**src/rtl/desc_ring_pkg.sv**
```systemverilog
package desc_ring_pkg;

  typedef enum logic [1:0] {
    SEL_BASE = 2'd0,
    SEL_LEN  = 2'd1,
    SEL_TAIL = 2'd2,
    SEL_CTRL = 2'd3
  } regSel_e;

  typedef enum logic [1:0] {
    ST_IDLE = 2'd0,
    ST_REQ  = 2'd1,
    ST_WAIT = 2'd2
  } fetchState_e;

  // strobes from control to datapath
  typedef struct packed {
    logic advance;
    logic rewind;
    logic loadBase;
    logic loadLen;
    logic loadTail;
  } dpStrobe_t;

endpackage

```
**src/rtl/desc_ring_datapath.sv**
```systemverilog
module desc_ring_datapath
  import desc_ring_pkg::*;
#(
  parameter int ADDR_W     = 32,
  parameter int IDX_W      = 8,
  parameter int DESC_BYTES = 16
) (
  input  logic              clk,
  input  logic              rstN,
  input  dpStrobe_t         stb,
  input  logic [ADDR_W-1:0] wrData,
  output logic [ADDR_W-1:0] curAddr,
  output logic              hasWork
);
  localparam int SHIFT = $clog2(DESC_BYTES);

  logic [ADDR_W-1:0] baseAddr;
  logic [IDX_W-1:0]  ringLen;
  logic [IDX_W-1:0]  curIdx;
  logic [IDX_W-1:0]  tailIdx;

  logic [ADDR_W-1:0] tailOff;
  logic [ADDR_W-1:0] tailShift;
  logic [IDX_W:0]    tailRaw;
  logic [IDX_W:0]    tailMod;
  logic [IDX_W-1:0]  nextIdx;
  logic              unusedTailHi;

  // tail address -> ring index, folded once modulo the length
  always_comb begin
    tailOff   = wrData - baseAddr;
    tailShift = tailOff >> SHIFT;
    tailRaw   = tailShift[IDX_W:0];
    if (tailRaw >= {1'b0, ringLen}) tailMod = tailRaw - {1'b0, ringLen};
    else                            tailMod = tailRaw;
  end
  assign unusedTailHi = ^{tailShift[ADDR_W-1:IDX_W+1], tailOff[SHIFT-1:0], tailMod[IDX_W]};

  always_comb begin
    if (curIdx == ringLen - IDX_W'(1)) nextIdx = '0;
    else                               nextIdx = curIdx + IDX_W'(1);
  end

  always_ff @(posedge clk) begin
    if (!rstN) begin
      baseAddr <= '0;
      ringLen  <= '0;
      curIdx   <= '0;
      tailIdx  <= '0;
    end else begin
      if (stb.loadBase) baseAddr <= wrData;
      if (stb.loadLen)  ringLen  <= wrData[IDX_W-1:0];
      if (stb.rewind) begin
        curIdx  <= '0;
        tailIdx <= '0;
      end else begin
        if (stb.advance)  curIdx  <= nextIdx;
        if (stb.loadTail) tailIdx <= tailMod[IDX_W-1:0];
      end
    end
  end

  assign curAddr = baseAddr + ({{(ADDR_W-IDX_W){1'b0}}, curIdx} << SHIFT);
  assign hasWork = (curIdx != tailIdx);

endmodule

```
**src/rtl/desc_ring_ctl_fsm.sv**
```systemverilog
module desc_ring_ctl_fsm
  import desc_ring_pkg::*;
(
  input  logic      clk,
  input  logic      rstN,
  input  logic      regWrEn,
  input  logic [1:0] regSel,
  input  logic      runIn,
  input  logic      fetchReady,
  input  logic      descDone,
  input  logic      hasWork,
  output dpStrobe_t stb,
  output logic      fetchValid,
  output logic      suspended
);
  fetchState_e state, stateNext;
  logic        runBit;
  regSel_e     sel;

  assign sel = regSel_e'(regSel);

  always_comb begin
    stb          = '0;
    stb.loadBase = regWrEn && (sel == SEL_BASE) && !runBit;
    stb.loadLen  = regWrEn && (sel == SEL_LEN)  && !runBit;
    stb.rewind   = stb.loadBase || stb.loadLen;
    stb.loadTail = regWrEn && (sel == SEL_TAIL);
    stb.advance  = (state == ST_WAIT) && descDone;
  end

  always_comb begin
    stateNext = state;
    case (state)
      ST_IDLE: if (runBit && hasWork) stateNext = ST_REQ;
      ST_REQ:  if (fetchReady)        stateNext = ST_WAIT;
      ST_WAIT: if (descDone)          stateNext = ST_IDLE;
      default:                        stateNext = ST_IDLE;
    endcase
  end

  always_ff @(posedge clk) begin
    if (!rstN) begin
      state  <= ST_IDLE;
      runBit <= 1'b0;
    end else begin
      state <= stateNext;
      if (regWrEn && (sel == SEL_CTRL)) runBit <= runIn;
    end
  end

  assign fetchValid = (state == ST_REQ);
  assign suspended  = runBit && (state == ST_IDLE) && !hasWork;

endmodule

```
**src/rtl/desc_ring_ctrl.sv**
```systemverilog
module desc_ring_ctrl
  import desc_ring_pkg::*;
#(
  parameter int ADDR_W     = 32,
  parameter int IDX_W      = 8,
  parameter int DESC_BYTES = 16
) (
  input  logic              clk,
  input  logic              rstN,
  input  logic              regWrEn,
  input  logic [1:0]        regSel,
  input  logic [ADDR_W-1:0] regWrData,
  output logic              fetchValid,
  input  logic              fetchReady,
  output logic [ADDR_W-1:0] fetchAddr,
  input  logic              descDone,
  output logic [ADDR_W-1:0] curDescAddr,
  output logic              suspended
);
  dpStrobe_t stb;
  logic      hasWork;

  desc_ring_ctl_fsm u_ctl (
    .clk        (clk),
    .rstN       (rstN),
    .regWrEn    (regWrEn),
    .regSel     (regSel),
    .runIn      (regWrData[0]),
    .fetchReady (fetchReady),
    .descDone   (descDone),
    .hasWork    (hasWork),
    .stb        (stb),
    .fetchValid (fetchValid),
    .suspended  (suspended)
  );

  desc_ring_datapath #(
    .ADDR_W     (ADDR_W),
    .IDX_W      (IDX_W),
    .DESC_BYTES (DESC_BYTES)
  ) u_dp (
    .clk     (clk),
    .rstN    (rstN),
    .stb     (stb),
    .wrData  (regWrData),
    .curAddr (curDescAddr),
    .hasWork (hasWork)
  );

  assign fetchAddr = curDescAddr;

endmodule

```
**config.mk**
```make
export PLATFORM = sky130hd
export DESIGN_NAME = desc_ring_ctrl
export DESIGN_NICKNAME = d
export VERILOG_FILES = /design/src/rtl/desc_ring_pkg.sv /design/src/rtl/desc_ring_datapath.sv /design/src/rtl/desc_ring_ctl_fsm.sv /design/src/rtl/desc_ring_ctrl.sv
export SDC_FILE = /design/constraint.sdc
export NUM_CORES = 1
export LEC_CHECK = 0
export BUFFER_PORTS_ARGS = -buffer_cell sky130_fd_sc_hd__buf_2
export CAP_MARGIN = 20
export CORE_UTILIZATION = 35
export CTS_CLUSTER_DIAMETER = 200
export CTS_CLUSTER_SIZE = 14
export DETAILED_ROUTE_END_ITERATION = 7
export SLEW_MARGIN = 15
export SYNTH_ARGS = -nofsm -noshare
export SYNTH_HDL_FRONTEND = slang
export SYNTH_SLANG_ARGS = --single-unit
```
**constraint.sdc**
```tcl
create_clock -name clk -period 4.61 [get_ports clk]
set_clock_uncertainty 0.15 [all_clocks]
set_input_delay 0 -clock clk [delete_from_list [all_inputs] [get_ports clk]]
set_output_delay 0 -clock clk [all_outputs]
set_load 0.01 [all_outputs]
```
==> summary by stage <==
Outcome
The run finished with clean final reports.

Timing
Headroom to the max-slew limit came out at 44.3%. Setup violations remaining at the end of the flow were counted as 0. At the pin with the least slew margin, the transition time is 832 ps. The shortest period the worst path allows is 4200 ps.

The worst path setup slack after routing is 408 ps. Setup repair after global routing left no endpoint under its margin. Adding up every negative setup slack in the final design gives 0 ps. The max-slew violation total from the final report is 0. The worst hold margin is 23.6 ps. The maximum achievable frequency is 238 MHz. The hold violation count in the final report was 0. In the finished design, the share of the clock period the worst path needs comes to 91.1%.

Logic synthesis
The share of synthesized area in the top cell type comes to 27.3%. The mean area per synthesized cell is 7.90 um2. The dominant register cell in the synthesized netlist is dfxtp_1. Ranked by instance count, the synthesized netlist is headed by nand2_1, dfxtp_1, buf_4.

The cell with the most instances after synthesis is nand2_1. The library cell occupying the most area in the post-synthesis netlist is dfxtp_1. The async set-reset flop share out of synthesis is 0%.

The post-synth net total is 618. The number of enable flip-flop cells after synthesis is 0. Synthesis produced a netlist whose cell count is 548. The post-synthesis instance area is 4330 um2.

Of the synthesized area, sequential elements account for 27.3%. The synthesized flop and latch total is 59. During synthesis, Yosys emitted a total of 0 warnings. Ranked by total cell area, the synthesized netlist is headed by dfxtp_1, ha_1, nand2_1. Synthesis instantiated 50 different standard cells from the library.

Placed design
In this run the cell area measured after placement is 4710 um2. The final RePlAce weighted congestion is 0.828. The wire-length estimate of the detail-placed layout is 8.46 mm. Port buffering added 104 buffers. The minimum setup slack after placement is 446 ps.

The number of placed instances, taps included, is 747.

Run
The number of max-cap violations is 0.

Setup path
Walking the worst path, the cells encountered are inv_1 -> ha_1 -> a21o_1 -> a221o_1 -> a31oi_2 -> nor2b_1 -> a21oi_1 -> o21bai_1 -> xor2_1 -> ha_1 -> and2_1 -> a41o_2 -> nor3_1 -> mux2_4 -> o21ai_4 -> mux2_4 -> a21oi_2. STA puts the critical path data required time at 4720 ps. The stage delay of the slowest cell on the critical path is 350 ps.

The startpoint of the lowest-slack register-to-register path is u_dp.baseAddr[5]$_SDFFE_PN0P_. The capture point of the worst reg-to-reg path is u_dp.tailIdx[0]$_SDFFE_PP0P_. The maximum net fanout on the critical path is 8.

The type of origin of the critical path is a flip-flop. The endpoint class of the critical path is a flip-flop. The type of the worst setup path is flip-flop to flip-flop. The arrival time reported for the critical path endpoint is 4310 ps. The standard cell with the maximum stage delay on the critical path is dfxtp_1. For flop-to-flop paths, the worst setup slack is 410 ps. The depth of the worst register-to-register path is 17.

Route
The routed layout has 3945 vias. The detailed-route wire length is 11.0 mm. The routed length on met3 is 384 um.

Routed signal wires occupy layers up through met4. For this run, the detailed router's first-pass iteration total came to 4. The per-cell via count in the routed design is 4.94. The detailed-route wire length on metal 1 is 5.17 mm.

After the first detailed-routing iteration, the DRC count stood at 181. The number of routed nets with antenna violations is 0. Dividing the detail-routed wire length by the instance count gives 13.8 um. The detailed route wirelength on metal2 is 5.32 mm. The number of DRC violations after detailed routing is 0.

Floorplan
The starting density of the core is 36.0%. The number of cell rows is 40. The full die area is 12800 um2. The core region is 12000 um2. The vertical die dimension is 113 um.

The die outline width is 113 um. The I/O pin count is 105.

Power and ir drop
The power per standard cell area is 282 nW/um2. The worst ir drop on vdd is 193 uV. Summed over all cells, the static leakage comes to 2.42 nW. The design draws 1.51 mW.

Min path
The hold-critical path depth is 5. The worst hold path endpoint is u_dp.curIdx[1]$_SDFFE_PP0P_. The worst hold path belongs to the class input port to flip-flop. In this run the most critical hold path is launched from descDone.

Clock network
The total CTS buffers is 9. The buffer depth of the longest clock path is 2. The clock-pin slew reported for the worst setup and hold paths after clock tree synthesis is 50 ps. The insertion delay of the later-clocked pin in the worst-skew pair is 320 ps. The number of cells upsized or downsized after cts is 0.

The clock tree from TritonCTS is built. The H-tree level count is 3. For this design, the sink count on the clock tree is 59. The root buffer cell chosen for the clock tree is clkbuf_16.

Finish
From synthesis to final layout, the design area changed by 24.1%. The final net count is 718. The share of final-layout standard cells stronger than drive strength 1 is 20.9%. The post-route core utilization is 44.7%. The final instance area is 5370 um2.

The count of placed standard cells in the final layout, fillers left out is 798. The number of diodes is 0.

GRT
The number of global-route vias before repair was 3724. Global routing used 17.6% of the available tracks. The first global-routing pass estimated 17.8 mm of wire. The number of antenna violations at the first check in global routing was 0. The pin count of the biggest net entering global routing is 46. The aggregate global routing overflow is 0.
## logic make-up after synthesis
logic type | share of synthesized area, %
flip-flops | 27.3
AND/OR/NAND/NOR | 21.4
XOR/XNOR | 13.0
buffers and inverters | 10.3
adder cells (fa/ha/maj) | 9.31
multiplexers | 2.34
AO/OA/AOI/OAI | 16.4
## worst max-delay path, delay by kind of cell, from the launching register on
kind / cells / cell delay (ps)
AND/OR/NAND/NOR: 3 / 340
XOR/XNOR: 1 / 170
flip-flops: 1 / 350
multiplexers: 2 / 640
AO/OA/AOI/OAI: 8 / 1750
adder cells (fa/ha/maj): 2 / 660
buffers and inverters: 1 / 90
## report_power, final
part	internal (mW)	total, mW	switching, mW
registers	0.526	0.543	0.0165
clock network	0.416	0.640	0.224
logic	0.158	0.331	0.173
## worst max-delay path by stage
| stage | startpoint | endpoint | slack, ps | depth (start not counted) |
|---|---|---|---|---|
| CTS | u_dp.baseAddr[5]$_SDFFE_PN0P_ | u_dp.tailIdx[0]$_SDFFE_PP0P_ | 440 | 17 |
| floorplan | u_dp.baseAddr[5]$_SDFFE_PN0P_ | u_dp.tailIdx[0]$_SDFFE_PP0P_ | 740 | 17 |
| finish | u_dp.baseAddr[5]$_SDFFE_PN0P_ | u_dp.tailIdx[0]$_SDFFE_PP0P_ | 410 | 17 |
| global placement | u_dp.baseAddr[5]$_SDFFE_PN0P_ | u_dp.tailIdx[0]$_SDFFE_PP0P_ | 570 | 17 |
| global route | u_dp.baseAddr[5]$_SDFFE_PN0P_ | u_dp.tailIdx[0]$_SDFFE_PP0P_ | 170 | 17 |
| detailed placement | u_dp.baseAddr[5]$_SDFFE_PN0P_ | u_dp.tailIdx[0]$_SDFFE_PP0P_ | 450 | 17 |
## per-layer routing
layer  track usage (%)  up-vias
met3              2.14       16
li1                  -     2007
met1              22.9     1824
met2              30.2       98
met4              5.35        0
met5                 0        -
## placed cells by master, fill, tap and decap left out, drive strengths merged, types with 3 or more instances in the layout
master,count
mux2i,6
clkbuf,13
xnor2,31
dlygate4sd3,37
nand2,89
nand4,7
nor3,8
a31o,4
a31oi,3
nand3,16
nor3b,3
and3,5
a21boi,33
nor2b,18
mux2,3
inv,29
a21o,8
buf,106
dfxtp,59
ha,29
xor2,33
nor2,34
a21oi,26
and2,3
nor4,3
o21ai,18
nand2b,4
and4,3
## layout make-up
cell class,instances,area [um2]
clock buffers,13,280
clock inverters,1,7.51
fillers,1195,6640
inverters,29,109
multi-input cells,406,2700
flip-flops and latches,59,1180
well taps,147,184
repair buffers,143,906
## registers in the layout (all words and copies together), names as in the netlist
register / flops
u_dp.baseAddr: 32
u_ctl.runBit: 1
u_dp.ringLen: 8
u_ctl.state: 2
u_dp.tailIdx: 8
u_dp.curIdx: 8
## repair_timing
item	in CTS	in global routing
hold buffers	37	0
endpoints found under the hold margin	45	0
setup buffers	0	0
Power figures use the tool's default switching activity.
